## config.mk

```make
export PLATFORM = sky130hd
export DESIGN_NAME = sio_irq_ctrl
export DESIGN_NICKNAME = d
export VERILOG_FILES = /design/src/rtl/sio_irq_ctrl.sv
export SDC_FILE = /design/constraint.sdc
export NUM_CORES = 1
export LEC_CHECK = 0
export BUFFER_PORTS_ARGS = -buffer_cell sky130_fd_sc_hd__buf_2
export CAP_MARGIN = 20
export CORE_MARGIN = 3
export CORE_UTILIZATION = 30
export DETAILED_ROUTE_END_ITERATION = 12
export PLACE_DENSITY = 0.6
export REMOVE_ABC_BUFFERS = 1
export SLEW_MARGIN = 20
export SYNTH_ARGS = -nofsm -noshare
export SYNTH_HDL_FRONTEND = slang
export SYNTH_SLANG_ARGS = --single-unit
```

## constraint.sdc

```tcl
create_clock -name clk -period 2.66 [get_ports clk]
set_clock_uncertainty 0.1 [all_clocks]
set_input_delay 0.133 -clock clk [delete_from_list [all_inputs] [get_ports clk]]
set_output_delay 0.133 -clock clk [all_outputs]
set_load 0.05 [all_outputs]
```

## src/rtl/sio_irq_ctrl.sv

```systemverilog
module sio_irq_ctrl (
  input  logic       clk,
  input  logic       rst_n,
  input  logic       wr_en,
  input  logic [2:0] wr_addr,
  input  logic [7:0] wr_data,
  input  logic [1:0] rx_new,
  input  logic [1:0] rx_avail,
  input  logic [1:0] tx_empty,
  input  logic [1:0] tx_wr,
  input  logic [1:0] cts,
  input  logic [1:0] dcd,
  input  logic [1:0] brk,
  output logic [5:0] pend,
  output logic       irq
);

  localparam logic [2:0] CODE_CLR_EXT = 3'd2;
  localparam logic [2:0] CODE_CLR_TX  = 3'd5;
  localparam logic [2:0] CODE_REARM   = 3'd6;

  logic            mie;
  logic [1:0]      ext_en, tx_en, ext_p, tx_p, rx_p, rx_arm, tx_empty_q, rx_on;
  logic [1:0][1:0] rx_mode;
  logic [1:0][2:0] ext_q;

  wire       ctl_wr   = wr_en && (wr_addr == 3'd4);
  wire [1:0] rst_code = wr_data[7:6];
  wire [2:0] code     = wr_data[5:3];

  always_ff @(posedge clk or negedge rst_n)
    if (!rst_n)      mie <= 1'b0;
    else if (ctl_wr) mie <= (rst_code == 2'b11) ? 1'b0 : wr_data[3];

  for (genvar c = 0; c < 2; c++) begin : g_ch
    wire ch_rst = ctl_wr && (rst_code == 2'b11 || rst_code == 2'(c + 1));
    wire cmd    = wr_en && (wr_addr == 3'(c + 2));
    wire en_wr  = wr_en && (wr_addr == 3'(c));
    wire chg    = ext_q[c] != {brk[c], dcd[c], cts[c]};
    wire rx_hit = rx_new[c] && (rx_mode[c] == 2'b10 || (rx_mode[c] == 2'b01 && rx_arm[c]));

    assign rx_on[c] = (rx_mode[c] == 2'b01) || (rx_mode[c] == 2'b10);

    always_ff @(posedge clk or negedge rst_n)
      if (!rst_n) begin
        ext_en[c]     <= 1'b0;
        tx_en[c]      <= 1'b0;
        rx_mode[c]    <= 2'b00;
        ext_p[c]      <= 1'b0;
        tx_p[c]       <= 1'b0;
        rx_p[c]       <= 1'b0;
        rx_arm[c]     <= 1'b1;
        ext_q[c]      <= 3'b000;
        tx_empty_q[c] <= 1'b0;
      end else begin
        ext_q[c]      <= {brk[c], dcd[c], cts[c]};
        tx_empty_q[c] <= tx_empty[c];
        if (ch_rst) begin
          ext_en[c]  <= 1'b0;
          tx_en[c]   <= 1'b0;
          rx_mode[c] <= 2'b00;
          ext_p[c]   <= 1'b0;
          tx_p[c]    <= 1'b0;
          rx_p[c]    <= 1'b0;
          rx_arm[c]  <= 1'b1;
        end else begin
          if (en_wr) begin
            ext_en[c]  <= wr_data[0];
            tx_en[c]   <= wr_data[1];
            rx_mode[c] <= wr_data[4:3];
          end
          if (ext_en[c] && chg)                   ext_p[c] <= 1'b1;
          else if (cmd && code == CODE_CLR_EXT)   ext_p[c] <= 1'b0;
          if (tx_wr[c] || (cmd && code == CODE_CLR_TX)) tx_p[c] <= 1'b0;
          else if (tx_en[c] && tx_empty[c] && !tx_empty_q[c]) tx_p[c] <= 1'b1;
          if (rx_hit) begin
            rx_p[c] <= 1'b1;
            if (rx_mode[c] == 2'b01) rx_arm[c] <= 1'b0;
          end else if (!rx_avail[c]) rx_p[c] <= 1'b0;
          if (cmd && code == CODE_REARM) rx_arm[c] <= 1'b1;
        end
      end
  end

  assign pend = {rx_p[1], tx_p[1], ext_p[1], rx_p[0], tx_p[0], ext_p[0]};
  assign irq  = mie && |(pend & {rx_on[1], tx_en[1], ext_en[1], rx_on[0], tx_en[0], ext_en[0]});

endmodule


```

==> reports/qor.yml, run 1 <==
drt:
  vias: 914
  first_pass_iters: 4
  ant_nets: 0
  drcViolationCount: 0
  drt-vias-per-instance: 4.69
  drt_iter0_drc: 25
  avgRoutedWirePerCell_um: 13.7
  wirelength_um: 2680
finish:
  layout-drive-gt1-share_pct: 31.3
  antenna_cells: 0
  area_growth_pct: 30.0
  nNetsFinal: 180
  fin_area_mm2: 0.00155
clocking:
  post_cts_resized: 0
  tritoncts: "yes"
  cts_inserted_buffers: 3
  clockBufferDepth: 2
  cts_setup_buffers: 0
  cts.sinks: 25
  ctsHoldBuffers: 11
  htreeDepth: 1
  clk_latency_ns: 0.26
  clock-root-buffer: "clkbuf_8"
  clk_pin_slew_worst_paths_ns: 0.08
logic_synthesis:
  postSynthAreaPerCell_um2: 11.8
  synthXorXnorAreaFrac_pct: 4.41
  ys.warnings.count: 0
  muxShareOfSynthArea_pct: 4.20
  synthCells: 101
  synth-compound-area-share_pct: 14.0
  synthAdderAreaFrac_pct: 4.20
  yosysTopAreaCellShare_pct: 48.3
  yosys.area.top_type: "dfrtp_1"
  synth_simple_gate_area_share_pct: 15.8
  synth_top_family_by_area: "simple AND/OR/NAND/NOR gates"
  syn-cell-area_mm2: 0.00119
  synth_seq_cells: 25
  synth_area_leaders: "dfrtp_1 48%, dfstp_2 4.4%, xor2_1 4.4%, ha_1 4.2%, mux2i_1 4.2%"
  ys_types: 31
  ys_seq_area_share_pct: 52.7
critical_path:
  crit_fanout: 3
  crit_start: "rx_mode[0]"
  crit_path_end_kind: "output port"
  start_kind: "flop"
  timing.rr.start: "rx_mode[1]"
  required_ns: 2.43
  r2r_end: "pend[2]"
  r2r_slack_ns: 1.47
  crit_type: "reg -> out"
  crit_arrival_ns: 1.56
  r2r_cells: 5
global_route:
  grt_usage_pct: 11.3
  antenna_found_initial: 0
  grt_pass1_wl_um: 4450
  grt_start_max_net_pins: 26
  first_global_vias: 965
  overflow: 0
pwr:
  peakVddDrop_mv: 0.281
  finalPower_uw: 957
  power_density_mw_per_mm2: 617
  p_leak_uw: 0.000761
sta:
  slew_violations: 0
  fmax_ghz: 0.557
  setup_slack_ns: 0.866
  finalHoldViolations: 0
  period_needed_ns: 1.79
  period_share_pct: 67.5
  slew_headroom_pct: 61.0
  finalSetupTns_ns: 0
  finalSetupViolCount: 0
  tightest_slew_ns: 0.579
  rsz0062_at_grt: "no"
  fin_hold_ws_ns: 0.0162
hold_path:
  hp-class: "in -> reg"
  min_from: "wr_data[1]"
  hold_path_depth: 2
  holdPathEnd: "tx_en[0]"
floorplan:
  die-area_mm2: 0.00477
  start_util_pct: 31.9
  die_y_um: 69.0
  rows: 22
  io-pin-count: 35
  die_x_um: 69.0
  coreArea_mm2: 0.00374
status:
  status: "completed"
job:
  timing.max_cap.violations: 0
place:
  dp_hpwl_um: 2040
  postPlaceCellArea_mm2: 0.00140
  post-place-ws_ns: 1.15
  gp_congestion: 0.770
  io_buffers: 33
per-stage QoR:
| stage | util (%) | instances |
|---|---|---|
| 3_3_place_gp | 37.3 | 180 |
| 6_report | 41.4 | 195 |
| 4_1_cts | 41.4 | 195 |
| 2_1_floorplan | - | 99 |
| 3_5_place_dp | 37.3 | 180 |
| 5_1_grt | 41.4 | 195 |
layout make-up:
cell class / instances / area (um^2)
Fill cell: 391 / 2190
Sequential cell: 25 / 628
Multi-Input combinational cell: 65 / 508
Timing Repair Buffer: 44 / 275
Tap cell: 48 / 60.1
Clock buffer: 4 / 45.0
Inverter: 9 / 33.8
cells by family (layout without fill, tap and decap cells):
logic type	after synthesis	count (layout)
AND/OR/NAND/NOR	27	27
adder cells (fa/ha/maj)	4	4
buffers and inverters	11	57
AO/OA/AOI/OAI	23	23
XOR/XNOR	6	6
multiplexers	5	5
flip-flops	25	25
routing by layer:
| layer | wire (um) | track usage, % | vias to the layer above |
|---|---|---|---|
| met4 | 8 | 3.25 | 0 |
| met3 | 94 | 1.60 | 2 |
| li1 | - | - | 446 |
| met2 | 1420 | 20.4 | 23 |
| met1 | 1160 | 13.9 | 443 |
| met5 | 0 | 0 | - |
cells in the mapped netlist:
| master | instances |
|---|---|
| dfrtp_1 | 23 |
| inv_1 | 9 |
| nor2_1 | 9 |
| xor2_1 | 6 |
| a22oi_1 | 5 |
| mux2i_1 | 5 |
| nand2_1 | 5 |
| ha_1 | 4 |
| o21ai_0 | 3 |
| a211o_1 | 2 |
| a21o_1 | 2 |
| a21oi_1 | 2 |
| a22o_1 | 2 |
| a22o_2 | 2 |
| a31oi_1 | 2 |
| buf_6 | 2 |
| dfstp_2 | 2 |
| nand3b_1 | 2 |
| o31ai_1 | 2 |
| and2_2 | 1 |
| and3_2 | 1 |
| and3_4 | 1 |
| and3b_1 | 1 |
| and4bb_2 | 1 |
| nand4b_1 | 1 |
| nand4bb_1 | 1 |
| nor3_1 | 1 |
| nor3b_4 | 1 |
| nor4_4 | 1 |
| o22ai_1 | 1 |
| or3b_1 | 1 |
flip-flops by register name, summed over array words and instances, names as in the netlist:
register / cells
rx_mode: 4
ext_en: 2
mie: 1
rx_arm: 2
ext_q: 6
tx_en: 2
pend: 6
tx_empty_q: 2
worst max-delay path, stage by stage, from the launching register on:
cell and delay (ns):
dfrtp_1 0.38, inv_1 0.05, ha_1 0.28, inv_1 0.05, a22oi_1 0.09, a31oi_1 0.17, buf_2 0.29
worst max-delay path by stage:
stage	end	slack, ns	depth (start not counted)
after floorplan	irq	0.72	2
after global placement	irq	1.13	6
after detailed placement	irq	1.15	6
after CTS	irq	0.85	6
after global routing	irq	0.72	6
final	irq	0.87	6
cells in the final DEF, fill, tap and decap left out, drive strengths merged, types with 3 or more instances in the layout:
master / n
dfrtp: 23
buf: 33
inv: 9
clkbuf: 4
dlygate4sd3: 11
nor2: 9
a22oi: 5
o21ai: 3
a22o: 4
xor2: 6
mux2i: 5
nand2: 5
ha: 4
power breakdown:
group | internal (uW) | total, uW | switching, uW
clock | 107 | 220 | 113
combinational | 103 | 257 | 155
sequential | 441 | 480 | 39.1
total | 651 | 957 | 306
Power figures use the tool's default switching activity.
==> inputs of run 2 (changes only) <==
--- a/config.mk
+++ b/config.mk
@@ -5,12 +5,13 @@
 export SDC_FILE = /design/constraint.sdc
 export NUM_CORES = 1
 export LEC_CHECK = 0
+export ABC_AREA = 1
 export BUFFER_PORTS_ARGS = -buffer_cell sky130_fd_sc_hd__buf_2
 export CAP_MARGIN = 20
 export CORE_MARGIN = 3
 export CORE_UTILIZATION = 30
 export DETAILED_ROUTE_END_ITERATION = 12
-export PLACE_DENSITY = 0.6
+export PLACE_DENSITY = 0.62
 export REMOVE_ABC_BUFFERS = 1
 export SLEW_MARGIN = 20
 export SYNTH_ARGS = -nofsm -noshare
==> constraint.sdc (replaced) <==
create_clock -name clk -period 1.45 [get_ports clk]
set_clock_uncertainty 0.1 [all_clocks]
set_input_delay 0.0725 -clock clk [delete_from_list [all_inputs] [get_ports clk]]
set_output_delay 0.0725 -clock clk [all_outputs]
set_load 0.05 [all_outputs]
==> run 2 against run 1 <==
Compared with the run above:
- the run now ends with negative setup slack left
- synthesized area up 2.5%
- cell count grew 31%
- sequential power grew 80%
- worst setup slack got worse by 1.1 ns
- clock power up 81%
- clock-buffer cell count decreased by 1
- critical path type unchanged
- highest routed layer unchanged
==> reports/qor.yml, run 2 <==
sta:
  finalHoldViolations: 0  # unchanged
  slew_headroom_pct: 63.2  # +2.2 points
  tightest_slew_ns: 0.552  # -0.0266 ns
  rsz0062_at_grt: "yes"
  setup_slack_ns: -0.198  # -1.06 ns
  finalSetupViolCount: 1  # +1
  slew_violations: 0  # unchanged
  finalSetupTns_ns: -0.198  # -0.198 ns
  fmax_ghz: 0.607
  period_share_pct: 114
  period_needed_ns: 1.65
drt:
  first_pass_iters: 5  # +1
  drt-vias-per-instance: 4.33  # -7.7%
  ant_nets: 0  # unchanged
  vias: 1108  # +21%
  drcViolationCount: 0  # unchanged
  drt_iter0_drc: 53  # +110%
  wirelength_um: 2650  # -1.0%
  avgRoutedWirePerCell_um: 10.4  # -25%
logic_synthesis:
  yosys_most_used_dff: "dfrtp_1"
  synth-compound-area-share_pct: 7.98  # -6.0 points
  yosysTopAreaCellShare_pct: 47.1  # -1.2 points
  yosysMostFrequentCell: "nand2_1"
  syn-cell-area_mm2: 0.00122  # +2.5%
  synthTopCellsByCount: "45 x nand2_1, 31 x inv_1, 23 x dfrtp_1"
  postSynthAreaPerCell_um2: 8.04  # -32%
  synth_simple_gate_area_share_pct: 25.3  # +9.4 points
  synth_area_leaders: "dfrtp_1 47%, nand2_1 14%, inv_1 9.5%, nand3_1 5.3%, dfstp_2 4.3%"
  synth_seq_cells: 25  # unchanged
  async_flop_share_pct: 100  # unchanged
  synthAdderAreaFrac_pct: 4.09  # -0.10 points
  synthCells: 152  # +50%
  ys_types: 20  # -35%
  ys.warnings.count: 0  # unchanged
  synthXorXnorAreaFrac_pct: 1.43  # -3.0 points
  ys_seq_area_share_pct: 51.4  # -1.3 points
  yosys.area.top_type: "dfrtp_1"
  synth_edf_count: 0  # unchanged
  synth_top_family_by_area: "simple AND/OR/NAND/NOR gates"
  muxShareOfSynthArea_pct: 0  # -4.2 points
floorplan:
  die-area_mm2: 0.00488  # +2.3%
  io-pin-count: 35  # unchanged
  coreArea_mm2: 0.00380  # +1.5%
  rows: 22  # unchanged
  start_util_pct: 32.2  # +0.33 points
  die_x_um: 69.8  # +1.1%
  die_y_um: 69.8  # +1.1%
global_route:
  overflow: 0  # unchanged
  grt_start_max_net_pins: 26  # unchanged
  antenna_found_initial: 0  # unchanged
  grt_pass1_wl_um: 4410  # -0.92%
  first_global_vias: 1034  # +7.2%
  grt_usage_pct: 11.1  # -0.24 points
critical_path:
  crit_path_end_kind: "output port"
  cp_num_buf_inv: 2  # -1
  start_kind: "flop"
  crit_arrival_ns: 1.48  # -0.08 ns
  crit_type: "reg -> out"
  r2r_slack_ns: 0.28  # -1.19 ns
  crit_fanout: 2  # -1
  critPathSlowestCell: "dfrtp_1"
  cpLargestDelayFamily: "flip-flops"
  crit_chain: "inv_2, ha_4, o21ai_2, nor2_1, a21oi_1, buf_4"
  required_ns: 1.28  # -1.15 ns
  worst_path_largest_cell_delay_ns: 0.39  # about the same
finish:
  layout_commonest_cell: "nand2_1"
  antenna_cells: 0  # unchanged
  layout_common_cells: "45 x nand2_1, 32 x buf_2, 30 x inv_1"
  fill_cells: 389  # -0.51%
  layout-drive-gt1-share_pct: 23.1  # -8.2 points
  area_growth_pct: 38.9
  nNetsFinal: 241  # +34%
pwr:
  peakVddDrop_mv: 0.374  # +33%
  p_leak_uw: 0.000921  # +21%
  power_density_mw_per_mm2: 1040  # +69%
clocking:
  cts_inserted_buffers: 3  # unchanged
  clk_latency_ns: 0.26  # about the same
  clk_pin_slew_worst_paths_ns: 0.08  # about the same
  tritoncts: "yes"
  clock-root-buffer: "clkbuf_8"
  clockBufferDepth: 2  # unchanged
  cts.sinks: 25  # unchanged
  htreeDepth: 1  # unchanged
place:
  dp_hpwl_um: 2040  # about the same
  gp_congestion: 0.786  # +2.1%
  io_buffers: 33  # unchanged
  post-place-ws_ns: -0.0406  # -1.19 ns
job:
  timing.max_cap.violations: 0  # unchanged
status:
  status: "finished with violations"
  failed_checks: "negative setup slack"
hold_path:
  hp-class: "in -> reg"
==> run 2: changes by cell type after synthesis, sizes merged, moves of 5 or more <==
cell / previous run / this run
nand2: 5 / 46
inv: 9 / 32
nand3: 0 / 14
o21ai: 3 / 10
xor2: 6 / 0
mux2i: 5 / 0
==> run 2: cell type report <==
cell class	instances	area [um^2]	area share [%]
clock inverters	1	5.00	0.295
flip-flops and latches	25	628	37.0
repair buffers	52	353	20.8
inverters	32	120	7.07
well taps	48	60.1	3.54
clock buffers	3	41.3	2.43
multi-input cells	95	490	28.9
==> run 2: kinds of logic after synthesis <==
group / Yosys count
simple gates: 71
flops: 25
fa+ha+maj: 4
buf+inv: 32
compound gates: 18
xor+xnor: 2
==> run 2: per-stage QoR <==
stage          instance area (um^2)  std cells  util [%]  hold slack (ns)  total power (uW)
2_1_floorplan                  1220        152         -           -0.323              1160
3_3_place_gp                   1460        234      38.3         -0.00565              1310
3_5_place_dp                   1460        234      38.3         -0.00575              1320
4_1_cts                        1670        255      44.1          0.00555              1770
5_1_grt                        1700        256      44.7           0.0245              1880
6_report                       1700        256      44.7          0.00602              1770
==> run 2: report_power, final <==
| group | switching [uW] | leakage (uW) | internal [uW] |
|---|---|---|---|
| Combinational | 305 | 0.000594 | 202 |
| Sequential | 61.5 | 0.000301 | 804 |
| Clock | 208 | 0.0000255 | 192 |
==> run 2: path summary, 6_finish.rpt <==
check,cells after the start,to,startpoint
max,6,irq,rx_mode[0]
min,5,pend[5],rx_avail[1]
max reg2reg,6,pend[2],rx_mode[0]
min reg2reg,2,rx_arm[1],rx_arm[1]
max in group asynchronous,2,rx_arm[1],rst_n
min in group asynchronous,2,ext_q[0],rst_n
==> run 2: timing repair <==
action | in CTS | in global routing
resized for setup | 3 | 2
pin swaps | 3 | 5
setup buffers | 0 | 1
hold buffers | 17 | 0
endpoints found under the setup margin | 1 | 1
endpoints found under the hold margin | 41 | 0
==> run 2: layer usage <==
layer,up-vias,global-route usage (%),routed length [um]
met3,4,2.46,138
met1,489,13.8,1230
met4,0,3.19,19
met2,26,19.2,1270
met5,-,0,0
li1,589,-,-
==> run 2: worst register-to-register path: cells and delay by family (launching register included) <==
family                   cells  cell delay (ns)
flip-flops                   1             0.39
AND/OR/NAND/NOR              3             0.20
buffers and inverters        2             0.17
adder cells (fa/ha/maj)      1             0.21
